File: src/rtl/spi_xfer_pkg.sv
// Shared types and address constants for the SPI transfer controller.
// Assumes an 8-bit control/status byte and a 3-bit register address.
package spi_xfer_pkg;

    // What starts a master transfer (and what the interrupt means)
    typedef enum logic [1:0] {
        IM_RX_READ  = 2'b00,
        IM_TX_WRITE = 2'b01,
        IM_DMA      = 2'b10,
        IM_RSVD     = 2'b11
    } init_mode_e;

    // Control byte, MSB first; imode occupies bits 1:0
    typedef struct packed {
        logic       enable;     // bit 7
        logic       master;     // bit 6
        logic       miso_off;   // bit 5
        logic       ss_err_en;  // bit 4
        logic       get_more;   // bit 3
        logic       send_zero;  // bit 2
        init_mode_e imode;      // bits 1:0
    } ctrl_t;

    localparam int          REG_W  = 8;
    localparam int          ADDR_W = 3;
    localparam logic [2:0]  A_CTRL = 3'd0;
    localparam logic [2:0]  A_STAT = 3'd1;
    localparam logic [2:0]  A_TX   = 3'd2;
    localparam logic [2:0]  A_RX   = 3'd3;
    localparam logic [2:0]  A_DIV  = 3'd4;

    // Status bit positions that software clears by writing 1
    localparam int ST_OVF  = 2;
    localparam int ST_MODF = 3;

endpackage

File: src/rtl/spi_pin_sync.sv
// Multi-flop synchronizer for asynchronous SPI pin inputs.
// Assumes STAGES >= 1; RST_VAL gives the idle level of each pin.
module spi_pin_sync #(
    parameter int               WIDTH   = 1,
    parameter int               STAGES  = 2,
    parameter logic [WIDTH-1:0] RST_VAL = '0
) (
    input  logic             clk,
    input  logic             rst_n,
    input  logic [WIDTH-1:0] d,
    output logic [WIDTH-1:0] q
);
    logic [STAGES-1:0][WIDTH-1:0] pipe_q;

    generate
        if (STAGES == 1) begin : g_single
            // single flop stage
            always_ff @(posedge clk) begin
                if (!rst_n) pipe_q <= RST_VAL;
                else        pipe_q <= d;
            end
        end else begin : g_multi
            // shift pin values through the synchronizer chain
            always_ff @(posedge clk) begin
                if (!rst_n) pipe_q <= {STAGES{RST_VAL}};
                else        pipe_q <= {pipe_q[STAGES-2:0], d};
            end
        end
    endgenerate

    assign q = pipe_q[STAGES-1];

endmodule

File: src/rtl/spi_sclk_gen.sv
// Master SCLK generator: each half period lasts DIV+1 clock cycles while run
// is high; SCLK rests low. Emits single-cycle rise/fall strobes aligned with
// the register edge at which sclk changes.
module spi_sclk_gen #(
    parameter int DIV_W = 8
) (
    input  logic             clk,
    input  logic             rst_n,
    input  logic             run,
    input  logic [DIV_W-1:0] div,
    output logic             sclk,
    output logic             rise,
    output logic             fall
);
    logic [DIV_W-1:0] cnt_q;
    logic             sclk_q;
    logic             tick;

    assign tick = run && (cnt_q == div);
    assign rise = tick && !sclk_q;
    assign fall = tick && sclk_q;
    assign sclk = sclk_q;

    // half-period counter and SCLK toggle
    always_ff @(posedge clk) begin
        if (!rst_n || !run) begin
            cnt_q  <= '0;
            sclk_q <= 1'b0;
        end else if (tick) begin
            cnt_q  <= '0;
            sclk_q <= !sclk_q;
        end else begin
            cnt_q  <= cnt_q + 1'b1;
        end
    end

    // with the generator stopped, SCLK must sit low
    p_sclk_idle_r2: assert property (@(posedge clk) disable iff (!rst_n)
        !run |=> !sclk_q);

endmodule

File: src/rtl/spi_shift_reg.sv
// Mode-0 shift register: samples serial input on rise, shifts on fall,
// MSB first. done pulses with the last fall; word is valid in that cycle.
// load has priority over edges so a follow-on word can start at done.
module spi_shift_reg #(
    parameter int W = 8
) (
    input  logic         clk,
    input  logic         rst_n,
    input  logic         load,
    input  logic [W-1:0] load_val,
    input  logic         abort,
    input  logic         rise,
    input  logic         fall,
    input  logic         sdi,
    output logic         sdo,
    output logic         done,
    output logic [W-1:0] word
);
    localparam int CW = $clog2(W);

    logic [W-1:0]  sh_q;
    logic          bit_q;
    logic [CW-1:0] cnt_q;

    assign done = fall && (cnt_q == CW'(W - 1));
    assign word = {sh_q[W-2:0], bit_q};
    assign sdo  = sh_q[W-1];

    // shift data path and bit counter
    always_ff @(posedge clk) begin
        if (!rst_n) begin
            sh_q  <= '0;
            bit_q <= 1'b0;
            cnt_q <= '0;
        end else if (abort) begin
            cnt_q <= '0;
        end else if (load) begin
            sh_q  <= load_val;
            cnt_q <= '0;
        end else begin
            if (rise) bit_q <= sdi;
            if (fall) begin
                sh_q  <= word;
                cnt_q <= done ? '0 : cnt_q + 1'b1;
            end
        end
    end

    // the first bit on the line is the MSB of the loaded word
    p_load_msb_r2: assert property (@(posedge clk) disable iff (!rst_n)
        (load && !abort) |=> (sdo == $past(load_val[W-1])));

endmodule

File: src/rtl/spi_xfer_ctrl.sv
// SPI transfer controller top: register bank, single-word tx/rx buffers,
// start logic, mode-fault handling and pin muxing between master and slave.
// Assumes DATA_W >= 8 so the control and status bytes fit on the bus.
module spi_xfer_ctrl
    import spi_xfer_pkg::*;
#(
    parameter int DATA_W      = 8,
    parameter int DIV_W       = 8,
    parameter int SYNC_STAGES = 2
) (
    input  logic              clk,
    input  logic              rst_n,
    input  logic [2:0]        bus_addr,
    input  logic              bus_wr,
    input  logic              bus_rd,
    input  logic [DATA_W-1:0] bus_wdata,
    output logic [DATA_W-1:0] bus_rdata,
    output logic              sclk_o,
    output logic              mosi_o,
    output logic              ss_out_n,
    input  logic              miso_i,
    output logic              miso_o,
    output logic              miso_oe,
    input  logic              sclk_i,
    input  logic              mosi_i,
    input  logic              ss_in_n,
    output logic              irq,
    output logic              dma_rx_full,
    output logic              dma_tx_empty
);
    localparam int SYNC_W = 3;

    // ---------------- state ----------------
    ctrl_t             ctrl_q;
    logic [DIV_W-1:0]  div_q;
    logic [DATA_W-1:0] txbuf_q, last_q, rxbuf_q;
    logic              tx_full_q, rx_full_q;
    logic              ovf_q, modf_q;
    logic              busy_q, role_q;       // role_q: 1 = master transfer
    logic              req_q;
    logic              ss_p_q, sclk_p_q;

    // ---------------- pin synchronizers ----------------
    logic [SYNC_W-1:0] sync_q;
    logic              ss_s, sclk_s, mosi_s;

    spi_pin_sync #(
        .WIDTH   (SYNC_W),
        .STAGES  (SYNC_STAGES),
        .RST_VAL (3'b100)
    ) i_sync (
        .clk   (clk),
        .rst_n (rst_n),
        .d     ({ss_in_n, sclk_i, mosi_i}),
        .q     (sync_q)
    );
    assign {ss_s, sclk_s, mosi_s} = sync_q;

    // previous synchronized levels for edge detection
    always_ff @(posedge clk) begin
        if (!rst_n) begin
            ss_p_q   <= 1'b1;
            sclk_p_q <= 1'b0;
        end else begin
            ss_p_q   <= ss_s;
            sclk_p_q <= sclk_s;
        end
    end

    // ---------------- decode ----------------
    logic wr_ctrl, wr_stat, wr_tx, wr_div, rd_rx;
    logic mode_ok, is_master, is_slave, ss_act, slave_act, mf_evt;
    logic trig, start_m, slave_begin, slave_next, load, abort, capture;
    logic [DATA_W-1:0] load_val, word;
    logic done, sdo;
    logic rise_m, fall_m, rise_x, fall_x, sdi_x, sclk_run;

    assign wr_ctrl = bus_wr && (bus_addr == A_CTRL);
    assign wr_stat = bus_wr && (bus_addr == A_STAT);
    assign wr_tx   = bus_wr && (bus_addr == A_TX);
    assign wr_div  = bus_wr && (bus_addr == A_DIV);
    assign rd_rx   = bus_rd && (bus_addr == A_RX);

    assign mode_ok   = (ctrl_q.imode != IM_RSVD);
    assign is_master = ctrl_q.enable && ctrl_q.master;
    assign is_slave  = ctrl_q.enable && !ctrl_q.master;
    assign ss_act    = !ss_s;
    assign slave_act = is_slave && ss_act && mode_ok;
    assign mf_evt    = is_master && ctrl_q.ss_err_en && ss_act;

    assign trig = ((ctrl_q.imode == IM_RX_READ) && rd_rx) ||
                  (((ctrl_q.imode == IM_TX_WRITE) || (ctrl_q.imode == IM_DMA)) && wr_tx);

    assign start_m     = is_master && req_q && !busy_q && !mf_evt && mode_ok;
    assign slave_begin = slave_act && ss_p_q && !busy_q;
    assign slave_next  = slave_act && busy_q && !role_q && done;
    assign load        = start_m || slave_begin || slave_next;
    assign load_val    = tx_full_q ? txbuf_q : (ctrl_q.send_zero ? '0 : last_q);

    assign abort = mf_evt ||
                   (busy_q && !role_q && !slave_act) ||
                   (busy_q &&  role_q && !is_master);
    assign capture = busy_q && done && !abort;

    // ---------------- datapath instances ----------------
    assign sclk_run = busy_q && role_q;

    spi_sclk_gen #(
        .DIV_W (DIV_W)
    ) i_sclk (
        .clk   (clk),
        .rst_n (rst_n),
        .run   (sclk_run),
        .div   (div_q),
        .sclk  (sclk_o),
        .rise  (rise_m),
        .fall  (fall_m)
    );

    assign rise_x = busy_q && (role_q ? rise_m : (slave_act && sclk_s && !sclk_p_q));
    assign fall_x = busy_q && (role_q ? fall_m : (slave_act && !sclk_s && sclk_p_q));
    assign sdi_x  = role_q ? miso_i : mosi_s;

    spi_shift_reg #(
        .W (DATA_W)
    ) i_shift (
        .clk      (clk),
        .rst_n    (rst_n),
        .load     (load),
        .load_val (load_val),
        .abort    (abort),
        .rise     (rise_x),
        .fall     (fall_x),
        .sdi      (sdi_x),
        .sdo      (sdo),
        .done     (done),
        .word     (word)
    );

    // ---------------- registers ----------------
    // control byte, divider and mode-fault status
    always_ff @(posedge clk) begin
        if (!rst_n) begin
            ctrl_q <= '0;
            div_q  <= '0;
            modf_q <= 1'b0;
        end else begin
            if (wr_ctrl) ctrl_q <= ctrl_t'(bus_wdata[REG_W-1:0]);
            if (wr_div)  div_q  <= bus_wdata[DIV_W-1:0];
            if (wr_stat && bus_wdata[ST_MODF]) modf_q <= 1'b0;
            if (mf_evt) begin
                ctrl_q.master <= 1'b0;
                modf_q        <= 1'b1;
            end
        end
    end

    // transmit holding buffer and last-sent word
    always_ff @(posedge clk) begin
        if (!rst_n) begin
            txbuf_q   <= '0;
            last_q    <= '0;
            tx_full_q <= 1'b0;
        end else begin
            if (load && tx_full_q) begin
                tx_full_q <= 1'b0;
                last_q    <= txbuf_q;
            end
            if (wr_tx) begin
                txbuf_q   <= bus_wdata;
                tx_full_q <= 1'b1;
            end
        end
    end

    // receive holding buffer with overflow policy
    always_ff @(posedge clk) begin
        if (!rst_n) begin
            rxbuf_q   <= '0;
            rx_full_q <= 1'b0;
            ovf_q     <= 1'b0;
        end else begin
            if (rd_rx) rx_full_q <= 1'b0;
            if (wr_stat && bus_wdata[ST_OVF]) ovf_q <= 1'b0;
            if (capture) begin
                if (rx_full_q && !rd_rx) begin
                    ovf_q <= 1'b1;
                    if (ctrl_q.get_more) rxbuf_q <= word;
                end else begin
                    rxbuf_q   <= word;
                    rx_full_q <= 1'b1;
                end
            end
        end
    end

    // pending master start request
    always_ff @(posedge clk) begin
        if (!rst_n) begin
            req_q <= 1'b0;
        end else begin
            if (start_m || mf_evt || !mode_ok || !is_master) req_q <= 1'b0;
            if (trig && is_master && mode_ok) req_q <= 1'b1;
        end
    end

    // transfer-in-progress flag and its role
    always_ff @(posedge clk) begin
        if (!rst_n) begin
            busy_q <= 1'b0;
            role_q <= 1'b0;
        end else if (abort) begin
            busy_q <= 1'b0;
        end else if (load) begin
            busy_q <= 1'b1;
            role_q <= start_m;
        end else if (done && busy_q && role_q) begin
            busy_q <= 1'b0;
        end
    end

    // ---------------- outputs ----------------
    logic [REG_W-1:0] status;
    assign status = {ss_s, 2'b00, busy_q, modf_q, ovf_q, !tx_full_q, rx_full_q};

    // register read multiplexer
    always_comb begin
        case (bus_addr)
            A_CTRL:  bus_rdata = DATA_W'(ctrl_q);
            A_STAT:  bus_rdata = DATA_W'(status);
            A_RX:    bus_rdata = rxbuf_q;
            A_DIV:   bus_rdata = DATA_W'(div_q);
            default: bus_rdata = '0;
        endcase
    end

    assign ss_out_n = !(busy_q && role_q);
    assign mosi_o   = busy_q && role_q && sdo;
    assign miso_o   = sdo;
    assign miso_oe  = slave_act && busy_q && !role_q && !ctrl_q.miso_off;

    assign irq = ctrl_q.enable &&
                 (((ctrl_q.imode == IM_RX_READ)  &&  rx_full_q) ||
                  ((ctrl_q.imode == IM_TX_WRITE) && !tx_full_q));
    assign dma_rx_full  = ctrl_q.enable && (ctrl_q.imode == IM_DMA) &&  rx_full_q;
    assign dma_tx_empty = ctrl_q.enable && (ctrl_q.imode == IM_DMA) && !tx_full_q;

    // ---------------- assertions ----------------
    // a word landing on a full buffer always marks overflow
    p_ovf_sticky_r5: assert property (@(posedge clk) disable iff (!rst_n)
        (capture && rx_full_q && !rd_rx) |=> ovf_q);

    // discard policy keeps the buffered word
    p_discard_keeps_r5: assert property (@(posedge clk) disable iff (!rst_n)
        (capture && rx_full_q && !rd_rx && !ctrl_q.get_more) |=> $stable(rxbuf_q));

    // a mode fault drops master, flags it and releases the select line
    p_modf_drop_r6: assert property (@(posedge clk) disable iff (!rst_n)
        mf_evt |=> (!ctrl_q.master && modf_q && ss_out_n));

    // with error detection off the select input cannot clear master
    p_ss_ignored_r7: assert property (@(posedge clk) disable iff (!rst_n)
        (is_master && !ctrl_q.ss_err_en && ss_act && !wr_ctrl) |=> ctrl_q.master);

    // DMA mode never raises the interrupt
    p_dma_quiet_r10: assert property (@(posedge clk) disable iff (!rst_n)
        (ctrl_q.imode == IM_DMA) |-> !irq);

    // reserved start mode never leaves idle
    p_rsvd_idle_r11: assert property (@(posedge clk) disable iff (!rst_n)
        ((ctrl_q.imode == IM_RSVD) && !busy_q) |=> !busy_q);

endmodule

File: config.mk
export PLATFORM = sky130hd
export DESIGN_NAME = spi_xfer_ctrl
export DESIGN_NICKNAME = d
export VERILOG_FILES = /design/src/rtl/spi_xfer_pkg.sv /design/src/rtl/spi_pin_sync.sv /design/src/rtl/spi_sclk_gen.sv /design/src/rtl/spi_shift_reg.sv /design/src/rtl/spi_xfer_ctrl.sv
export SDC_FILE = /design/constraint.sdc
export NUM_CORES = 1
export LEC_CHECK = 0
export BUFFER_PORTS_ARGS = -buffer_cell sky130_fd_sc_hd__clkbuf_2
export CAP_MARGIN = 30
export CORE_UTILIZATION = 30
export CTS_CLUSTER_SIZE = 40
export DETAILED_ROUTE_END_ITERATION = 8
export PLACE_DENSITY = 0.46
export SLEW_MARGIN = 20
export SYNTH_ARGS = -nofsm -noshare
export SYNTH_HDL_FRONTEND = slang
export SYNTH_SLANG_ARGS = --single-unit
File: constraint.sdc
create_clock -name clk -period 2.6 [get_ports clk]
set_clock_uncertainty 0.15 [all_clocks]
set_input_delay 0.78 -clock clk [delete_from_list [all_inputs] [get_ports clk]]
set_output_delay 0.78 -clock clk [all_outputs]
set_load 0.005 [all_outputs]
# After elaboration in Yosys (flattened, before gate mapping)
# Cells that the tools add are included.
dict set report op_classes {
  n_addsub 2
  eq_ne 10
  muxes 25
  bitwise 3
  n_reduce_logical 96
}
# op n
set op_table {}
lappend op_table {{1-bit logical AND} 53}
lappend op_table {{8-bit 2-to-1 mux} 6}
lappend op_table {{8-bit case mux with 4 select lines} 1}
lappend op_table {{1-bit zero test} 17}
lappend op_table {{1-bit 2-to-1 mux} 17}
lappend op_table {{1-bit logical OR} 11}
lappend op_table {{2-bit nonzero test} 5}
lappend op_table {{8-bit by 1-bit adder with 8-bit output, second input constant} 1}
lappend op_table {{8-bit equality test} 1}
lappend op_table {{3-bit by 2-bit equality test with 1-bit output, second input constant} 2}
lappend op_table {{3-bit equality test, second input constant} 2}
lappend op_table {{2-bit AND reduction} 3}
lappend op_table {{2-bit OR reduction} 3}
lappend op_table {{2-bit != test, second input constant} 2}
lappend op_table {{3-bit by 1-bit adder with 3-bit output, second input constant} 1}
lappend op_table {{3-bit by 1-bit equality test with 1-bit output, second input constant} 1}
lappend op_table {{3-bit zero test} 1}
lappend op_table {{3-bit 2-to-1 mux} 1}
lappend op_table {{1-bit inverter} 3}
lappend op_table {{3-bit AND reduction} 1}
lappend op_table {{3-bit OR reduction} 1}
lappend op_table {{2-bit by 1-bit equality test with 1-bit output, second input constant} 1}
lappend op_table {{2-bit equality test, second input constant} 1}
lappend op_table {{2-bit zero test} 1}
dict set report word_totals {
  ff_bits 76
  input_bits 19
  output_inout_bits 16
}

# Longest topological paths before layout
dict set report depth {
  ltp_word 14
  ltp_mapped 8
  mapped_depth_nobuf 7
}

# Hierarchy
# Synthesis repeated with hierarchy kept, for this count alone.
dict set report unflattened {
  hier_cells 447
  hier_area_um2 3896.2
}
# module n_inst cells_per_inst area_per_inst_um2
set by_module_without_submodules {}
lappend by_module_without_submodules {spi_xfer_ctrl 1 322 2631.3}
lappend by_module_without_submodules {spi_shift_reg 1 61 613.1}
lappend by_module_without_submodules {spi_sclk_gen 1 49 471.7}
lappend by_module_without_submodules {spi_pin_sync 1 15 180.2}

# Least setup slack after synthesis
# Ideal clock, no wire load.
dict set report synth_timing {
  path_type {input to output}
  from {input bus_addr[2]}
  to {output bus_rdata[0]}
  arrival_time_ns 1.641
  required_time_ns 1.670
  setup_slack_ns 0.029
  path_stages 4
  cell_sequence {buf_1 -> nor2b_1 -> a21oi_1 -> o21ai_0}
}
dict set report synth_via {
  elab_chain_len 2
  elab_cells_between_ends 5
  cone_classes {3 x eq/ne; 1 x mux; 1 x reduce/logical}
}
# item line
set synth_rtl {}
lappend synth_rtl {{from (decl)} spi_xfer_ctrl.sv:13} ;# input logic [2:0] bus_addr,
lappend synth_rtl {{3-bit equality test (tied with other cells)} spi_xfer_ctrl.sv:228} ;# case (bus_addr)
lappend synth_rtl {{8-bit case mux with 4 select lines *} spi_xfer_ctrl.sv:228}
lappend synth_rtl {{to (decl)} spi_xfer_ctrl.sv:17} ;# output logic [DATA_W-1:0] bus_rdata,
# Every way passes the cells marked *; elsewhere a longest branch is shown, timed or not.

# Worst setup path in the final report
dict set report layout_timing {
  from {input bus_addr[0]}
  to {output bus_rdata[7]}
}
# The elaborated chain is that of the path after synthesis.

==> flow_summary.ini <==
[yosys]
muxShareOfSynthArea_pct = 12.1
synth_top_area_cell = dfxtp_1
synth_fa_ha_area_share_pct = 2.44
yosysTopAreaCellShare_pct = 42.5
synth_edf_count = 0
synth_xor_area_share_pct = 3.67
syn_avg_cell_area_sq_um = 8.53
synth_most_common_cell = nand2_1
syn_inst = 420
synth_top_family_by_area = simple AND/OR/NAND/NOR gates
syn_nets = 446
synth_compound_gate_area_share_pct = 11.1
ys_ff_latch = 76
synth-simple-area-share_pct = 24.2
yosysWarnings = 0
synth_area_sq_mm = 0.00358
ys.flop_type = dfxtp_1
synth_commonest_cells = nand2_1, dfxtp_1, nor2_1, mux2i_1, a21oi_1
synth_cell_types = 49
yosysSeqAreaShare_pct = 42.5
async_flop_share_pct = 0
synthTopCellsByArea = dfxtp_1, mux2i_1, nand2_1, nor2_1, a21oi_1

[floorplan]
ios = 35
die_w_um = 111
dieArea_sq_mm = 0.0124
rows = 39
fp.coreArea_sq_mm = 0.0115
start_util_pct = 31.1
fp.dieH_um = 111

[setup_path]
r2r_start = ctrl_q[0]
rrSetupSlack_ns = 0.33
reg2reg_to = rxbuf_q[2]
crit_type = input pin to output port
reg2reg_depth = 7
cp-end-kind = output port
cp-start-kind = input pin
cp_max_fo = 8
required_ns = 1.67
arrival_ns = 1.59

[global_route]
grt_max_degree = 38
grt_usage_pct = 16.6
gr-total-overflow = 0
antenna_found_initial = 0
grt_pass1_wl_um = 15800
grt_pass1_vias = 2969

[clocking]
cts_buffer_depth = 2
cts.sinks = 76
cts-htree-levels = 3
clk_latency_ns = 0.33
cts_tree = yes
root_buffer = clkbuf_16
clk_pin_slew_ns = 0.06
cts_buffers = 9

[finish]
nFillCells = 1240
drive_above_1_share_pct = 18.8
finalNetCount = 488
diodes = 0
seq_area_sq_mm = 0.00153
area_growth_pct = 20.6
multi_input_area_sq_mm = 0.00194

[sta]
finalMaxSlewViolations = 0
finalWorstSetupSlack_ns = 0.0801
setup_viol = 0
hold_violations = 0
tightest_slew_ns = 0.475
rsz0062_at_grt = false
fmax_ghz = 0.397
period_needed_ns = 2.52
max_slew_margin_pct = 68.3
tns_ns = 0
whs_ns = 0.271
fin_crit_sh_pct = 96.9

[drt]
drt-vias-per-instance = 4.86
via_count = 2967
drt-total-wl_um = 9670
wl_per_cell_um = 15.8
ant_nets = 0
drc = 2
firstDrtPassIters = 6
met3_length_um = 390
dr_wl_met2_um = 4780
drt_iter0_drc = 113
highest_layer = met4
met1_length_um = 4400

[worst_hold_path]
hp-start = i_sync.pipe_q[2]
holdPathEnd = i_sync.q[2]
min_delay_path_depth = 1
hp-class = flip-flop to flip-flop

[pwr]
powerDensity_mw_per_mm2 = 603
total_leakage_power_nw = 1.72
peakVddDrop_mv = 0.426

[placed_design]
pre_cts_slack_ns = -0.0453
hpwl_um = 7310
port-buffer-count = 34
place.gp.congestion = 0.816

[outcome]
status = finished, violations left
violations = design-rule violations

[flow_run]
cap_violations = 0
state kept, by name (all words and copies together) (netlist names), 3 cells and up:
| signal | count |
|---|---|
| ctrl_q | 8 |
| div_q | 8 |
| i_sclk.cnt_q | 8 |
| i_shift.sh_q | 8 |
| last_q | 8 |
| rxbuf_q | 8 |
| txbuf_q | 8 |
| i_shift.cnt_q | 3 |
| i_sync.pipe_q | 3 |
| i_sync.q | 3 |
cells in the final DEF, fill, tap and decap left out, types with 6 or more instances in the layout:
| cell type | count |
|---|---|
| o21ai_0 | 13 |
| a21oi_1 | 28 |
| inv_1 | 7 |
| nand2b_1 | 7 |
| nand3_1 | 13 |
| dfxtp_1 | 73 |
| nor2_1 | 42 |
| o22ai_1 | 9 |
| and3_1 | 6 |
| nand2_1 | 80 |
| ha_1 | 6 |
| mux2i_1 | 40 |
| clkbuf_16 | 9 |
| buf_4 | 18 |
| clkbuf_2 | 32 |
| xnor2_1 | 10 |
where the power goes:
part | switching (W) | internal (W) | leakage [nW]
clock | 0.000508 | 0.000780 | 0.154
combinational | 0.0000737 | 0.0000542 | 0.947
sequential | 0.0000151 | 0.00118 | 0.616
cell type report:
| type | count | area share (%) |
|---|---|---|
| multi-input combinational | 314 | 44.9 |
| inverter | 7 | 0.608 |
| sequential | 76 | 35.3 |
| clock buffer | 10 | 5.53 |
| timing repair buffer | 54 | 7.93 |
| clock inverter | 6 | 1.62 |
| tap | 143 | 4.14 |
metrics by stage:
| stage | total power (W) | cell area [sq um] | cells | utilization, % |
|---|---|---|---|---|
| 2_1_floorplan | 0.00128 | 3580 | 420 | - |
| 3_3_place_gp | 0.00134 | 3970 | 592 | 34.5 |
| 3_5_place_dp | 0.00134 | 3970 | 592 | 34.5 |
| 4_1_cts | 0.00264 | 4290 | 608 | 37.2 |
| 5_1_grt | 0.00272 | 4320 | 610 | 37.5 |
| 6_report | 0.00261 | 4320 | 610 | 37.5 |
worst max path at each step:
stage,from,end,slack (ns),cells after the start
floorplan,bus_addr[2],bus_rdata[0],0.03,4
global placement,bus_addr[0],bus_rdata[0],0.002,7
detailed placement,bus_addr[0],bus_rdata[7],-0.05,7
CTS,bus_addr[0],bus_rdata[7],0.009,7
global route,bus_addr[0],bus_rdata[0],0.005,7
finish,bus_addr[0],bus_rdata[7],0.08,7
kinds of logic (layout without fill, tap and decap cells):
family,after synthesis,in the layout
XOR/XNOR,15,15
buffers and inverters,30,77
adder cells (fa/ha/maj),7,7
AO/OA/AOI/OAI,67,67
flip-flops,76,76
AND/OR/NAND/NOR,182,182
multiplexers,43,43
routing by layer:
layer,GRT usage [%],vias to the layer above
met5,0,-
met4,4.05,0
met3,3.88,10
met2,28.1,41
met1,21.2,1397
li1,-,1519
critical path: stages:
cell and delay, ns:
buf_6 0.10, buf_6 0.13, mux2i_1 0.21, nor2_1 0.06, a21oi_1 0.13, o21ai_1 0.08
clkbuf_2 0.11
timing repair:
item | 4_1_cts | 5_1_grt
hold buffers | 0 | 0
pin swaps | 0 | 5
setup endpoints to repair | 4 | 7
resized for setup | 3 | 12
setup buffers | 0 | 2
Note: power is estimated with default switching activity, not from simulation.
